## src/rtl/lah_pkg.sv

```systemverilog
package lah_pkg;

  localparam int unsigned LA_MAXW = 64;

  // Carry into position idx, flattened: OR over j<idx of (g[j] AND p[j+1..idx-1]),
  // plus cin AND p[0..idx-1].
  function automatic logic la_carry(input logic [LA_MAXW-1:0] g,
                                    input logic [LA_MAXW-1:0] p,
                                    input logic               cin,
                                    input int unsigned        idx);
    logic acc;
    logic term;
    logic chain;
    acc = 1'b0;
    for (int unsigned j = 0; j < LA_MAXW; j++) begin
      if (j < idx) begin
        term = g[j];
        for (int unsigned m = 0; m < LA_MAXW; m++) begin
          if (m > j && m < idx) term = term & p[m];
        end
        acc = acc | term;
      end
    end
    chain = cin;
    for (int unsigned m = 0; m < LA_MAXW; m++) begin
      if (m < idx) chain = chain & p[m];
    end
    return acc | chain;
  endfunction

  function automatic logic bit_gen(input logic x, input logic y);
    return x & y;
  endfunction

  function automatic logic bit_prop(input logic x, input logic y);
    return x ^ y;
  endfunction

endpackage

```

## src/rtl/lah_bitpg.sv

```systemverilog
module lah_bitpg #(
  parameter int unsigned W = 8
) (
  input  logic [W-1:0] x,
  input  logic [W-1:0] y,
  output logic [W-1:0] g,
  output logic [W-1:0] p
);
  import lah_pkg::*;

  for (genvar i = 0; i < W; i++) begin : g_bit
    assign g[i] = bit_gen(x[i], y[i]);
    assign p[i] = bit_prop(x[i], y[i]);
  end

endmodule

```

## src/rtl/lah_block.sv

```systemverilog
module lah_block #(
  parameter int unsigned BW = 8
) (
  input  logic [BW-1:0] x,
  input  logic [BW-1:0] y,
  input  logic          cin,
  output logic [BW-1:0] s,
  output logic          grp_g,
  output logic          grp_p
);
  import lah_pkg::*;

  localparam int unsigned PADW = LA_MAXW - BW;

  logic [BW-1:0]      bg;
  logic [BW-1:0]      bp;
  logic [BW-1:0]      bc;
  logic [LA_MAXW-1:0] bg_wide;
  logic [LA_MAXW-1:0] bp_wide;

  lah_bitpg #(.W(BW)) u_pg (
    .x (x),
    .y (y),
    .g (bg),
    .p (bp)
  );

  assign bg_wide = {{PADW{1'b0}}, bg};
  assign bp_wide = {{PADW{1'b0}}, bp};

  for (genvar i = 0; i < BW; i++) begin : g_carry
    if (i == 0) begin : g_first
      assign bc[i] = cin;
    end else begin : g_rest
      assign bc[i] = la_carry(bg_wide, bp_wide, cin, i);
    end
  end

  assign s     = bp ^ bc;
  assign grp_g = la_carry(bg_wide, bp_wide, 1'b0, BW);
  assign grp_p = &bp;

endmodule

```

## src/rtl/lah_level2.sv

```systemverilog
module lah_level2 #(
  parameter int unsigned N = 4
) (
  input  logic [N-1:0] grp_g,
  input  logic [N-1:0] grp_p,
  input  logic         cin,
  output logic [N:0]   seam
);
  import lah_pkg::*;

  localparam int unsigned PADN = lah_pkg::LA_MAXW - N;

  logic [lah_pkg::LA_MAXW-1:0] gg_wide;
  logic [lah_pkg::LA_MAXW-1:0] gp_wide;

  assign gg_wide = {{PADN{1'b0}}, grp_g};
  assign gp_wide = {{PADN{1'b0}}, grp_p};

  assign seam[0] = cin;
  for (genvar k = 1; k <= N; k++) begin : g_seam
    assign seam[k] = la_carry(gg_wide, gp_wide, cin, k);
  end

endmodule

```

## src/rtl/lah_adder.sv

```systemverilog
module lah_adder #(
  parameter int unsigned WIDTH = 32,
  parameter int unsigned BLK   = 8
) (
  input  logic [WIDTH-1:0]          op_a,
  input  logic [WIDTH-1:0]          op_b,
  input  logic                      carry_in,
  output logic [WIDTH-1:0]          sum,
  output logic                      carry_out,
  output logic [WIDTH/BLK-2:0]      seam_carry
);
  localparam int unsigned NBLK = WIDTH / BLK;

  logic [NBLK-1:0] blk_g;
  logic [NBLK-1:0] blk_p;
  logic [NBLK:0]   blk_cin;

  for (genvar k = 0; k < NBLK; k++) begin : g_slice
    lah_block #(.BW(BLK)) u_blk (
      .x     (op_a[k*BLK +: BLK]),
      .y     (op_b[k*BLK +: BLK]),
      .cin   (blk_cin[k]),
      .s     (sum[k*BLK +: BLK]),
      .grp_g (blk_g[k]),
      .grp_p (blk_p[k])
    );
  end

  lah_level2 #(.N(NBLK)) u_l2 (
    .grp_g (blk_g),
    .grp_p (blk_p),
    .cin   (carry_in),
    .seam  (blk_cin)
  );

  assign carry_out  = blk_cin[NBLK];
  assign seam_carry = blk_cin[NBLK-1:1];

endmodule

```

## config.mk

```make
export PLATFORM = sky130hd
export DESIGN_NAME = lah_adder
export DESIGN_NICKNAME = d
export VERILOG_FILES = /design/src/rtl/lah_pkg.sv /design/src/rtl/lah_bitpg.sv /design/src/rtl/lah_block.sv /design/src/rtl/lah_level2.sv /design/src/rtl/lah_adder.sv
export SDC_FILE = /design/constraint.sdc
export NUM_CORES = 1
export LEC_CHECK = 0
export BUFFER_PORTS_ARGS = -buffer_cell sky130_fd_sc_hd__buf_4
export CAP_MARGIN = 20
export CORE_MARGIN = 2
export CORE_UTILIZATION = 48
export DETAILED_ROUTE_END_ITERATION = 8
export PLACE_DENSITY = 0.95
export SLEW_MARGIN = 20
export SYNTH_ARGS = -nofsm -noshare
export SYNTH_HDL_FRONTEND = slang
export SYNTH_SLANG_ARGS = --single-unit
export TNS_END_PERCENT = 100
```

## constraint.sdc

```tcl
create_clock -name vclk -period 14.2
set_clock_uncertainty 0.15 [all_clocks]
set_input_delay 4.26 -clock vclk [all_inputs]
set_output_delay 4.26 -clock vclk [all_outputs]
set_load 0.02 [all_outputs]
```

==> results.cfg <==
[run_status]
status = complete, no violations

[detailed_routing]
wl_per_cell_um = 12.0
firstDrtPassIters = 4
drt_wl_total_mm = 4.17
antenna_left = 0
via_count = 1869
viasPerCell = 5.39
drc_errors = 0
drt_iter0_drc = 77

[final_layout]
drive_above_1_share_pct = 35.3
clock_buffers = 0
nNetsFinal = 410
seq_cells = 0
area_growth_pct = 51.1
seq_area_um2 = 0
antennaDiodeCount = 0

[placed_design]
port_buffers = 101
post-place-ws_ns = 2.64
gp_congestion = 0.842
place_hpwl_mm = 3.79

[job]
cap_viol_max_count = 0

[global_route]
grt_max_degree = 10
grt_busiest_layer = met2
grt_pass1_vias = 1676
grt_first_pass_wirelength_mm = 6.84
grt_util_met1_pct = 29.3
grt_util_met3_pct = 2.99
gr-usage-met2_pct = 43.2
grtUsageTotal_pct = 22.9
overflow = 0
antenna_found_initial = 0

[floorplanning]
die-area_um2 = 3660
die_w_um = 60.5
num_rows = 20
die_height_um = 60.5
boundaryPins = 101
core-area_um2 = 3050
start_util_pct = 50.2

[timing]
final.period_utilization_pct = 81.5
finalHoldViolations = 0
finalSetupViolCount = 0
max_slew_margin_pct = 68.8
layout_min_cycle_time_ns = 11.57
finalSetupTns_ns = 0
rsz0062_at_grt = false
worst_slack_ns = 2.63
worst_pin_slew_ns = 0.464
report.final.slew_viol_count = 0
fmax_mhz = 86.5

[yosys]
synth_top_area_share_pct = 29.4
synth_largest_area_cell = ha_1
ys_warn_count = 0
synthTopCellsByArea = ha_1, a21oi_1, xnor2_1
synth_fp_nets = 312
netlist_area_um2 = 1530
ys_seq_area_share_pct = 0
synth_cell_types = 43
synthCells = 207
synth_area_per_cell_um2 = 7.40
yosys.cell_count.top_type = ha_1
synthTopCellsByCount = ha_1, nor2_1, a21oi_1

[setup_path]
endpoint_kind = output pin
critPathArrivalTime_ns = 7.16
crit_type = in -> out
worstPathMaxFanout = 5
cp-start-kind = input pin
required_ns = 9.79

[power_and_ir_drop]
finalPower_uw = 134
p_leak_nw = 1.18
peakVddDrop_v = 0.0000418
power_density_nw_per_um2 = 58.0

[cts]
cts_setup_buffers = 0
ctsResizeCount = 0
holdBufCountCts = 0

[worst_hold_path]
worst_hold_path_type = in -> out
hold_depth = 3
-- metrics by stage --
stage	hold slack, ns	std cells	utilization (%)	cell area [um^2]
finish	8.74	347	75.8	2310
global placement	8.74	347	75.8	2310
CTS	8.75	347	75.8	2310
floorplan	8.63	207	-	1530
global route	8.76	347	75.8	2310
detailed placement	8.75	347	75.8	2310
-- path summary, 6_finish.rpt --
path | from | end | slack (ns)
worst min-delay path | op_b[16] | sum[16] | 8.74
worst max-delay path | op_a[3] | sum[13] | 2.63
-- logic make-up after synthesis --
logic type,Yosys count,synth area share (%)
AO/OA/AOI/OAI,62,28.1
XOR/XNOR,15,8.58
adder cells (fa/ha/maj),40,34.6
buffers and inverters,20,5.64
AND/OR/NAND/NOR,70,23.0
-- power by group --
group	switching, mW	total [mW]	internal, mW
combinational	0.0717	0.134	0.0627
clock	0	0	0
sequential	0	0	0
total	0.0717	0.134	0.0627
-- metal layers --
| metal | part of all wire (%) | routed length [um] | vias up |
|---|---|---|---|
| met2 | 50 | 2080 | 68 |
| met1 | 42 | 1750 | 829 |
| met4 | 0 | 0 | 0 |
| li1 | - | - | 972 |
| met3 | 8.1 | 336 | 0 |
| met5 | 0 | 0 | - |
-- cells in the final DEF (no fill, tap or decap), types with 2 or more instances in the layout --
master / count
a21boi_0: 2
o21bai_1: 3
nand3_1: 8
o21ai_1: 2
a31oi_1: 2
o21a_1: 8
inv_1: 15
or4_1: 2
nor3_1: 11
a21o_1: 4
buf_4: 101
nand4_1: 6
fa_1: 4
nand2_1: 9
or2_2: 2
or3_1: 2
a21oi_1: 18
o21ai_0: 3
ha_1: 36
xnor2_1: 10
o211ai_1: 3
o311ai_0: 6
nor2_1: 22
xor2_1: 5
a211oi_1: 2
-- area by class of cell --
type / instances / area [um^2]
Tap cell: 44 / 55.1
Inverter: 15 / 56.3
Multi-Input combinational cell: 187 / 1450
Fill cell: 249 / 738
Timing Repair Buffer: 101 / 758
-- critical path, cell delays in order --
cell and delay (ns):
buf_4 0.11, ha_1 0.35, a21o_1 0.21, a221oi_2 0.28, nand2_1 0.10, a21oi_1 0.16
o21ai_0 0.18, ha_1 0.24, o21ai_1 0.21, a21boi_1 0.14, o21a_1 0.21, or4_1 0.39
o311ai_0 0.11, buf_4 0.21
Power figures use the tool's default switching activity.
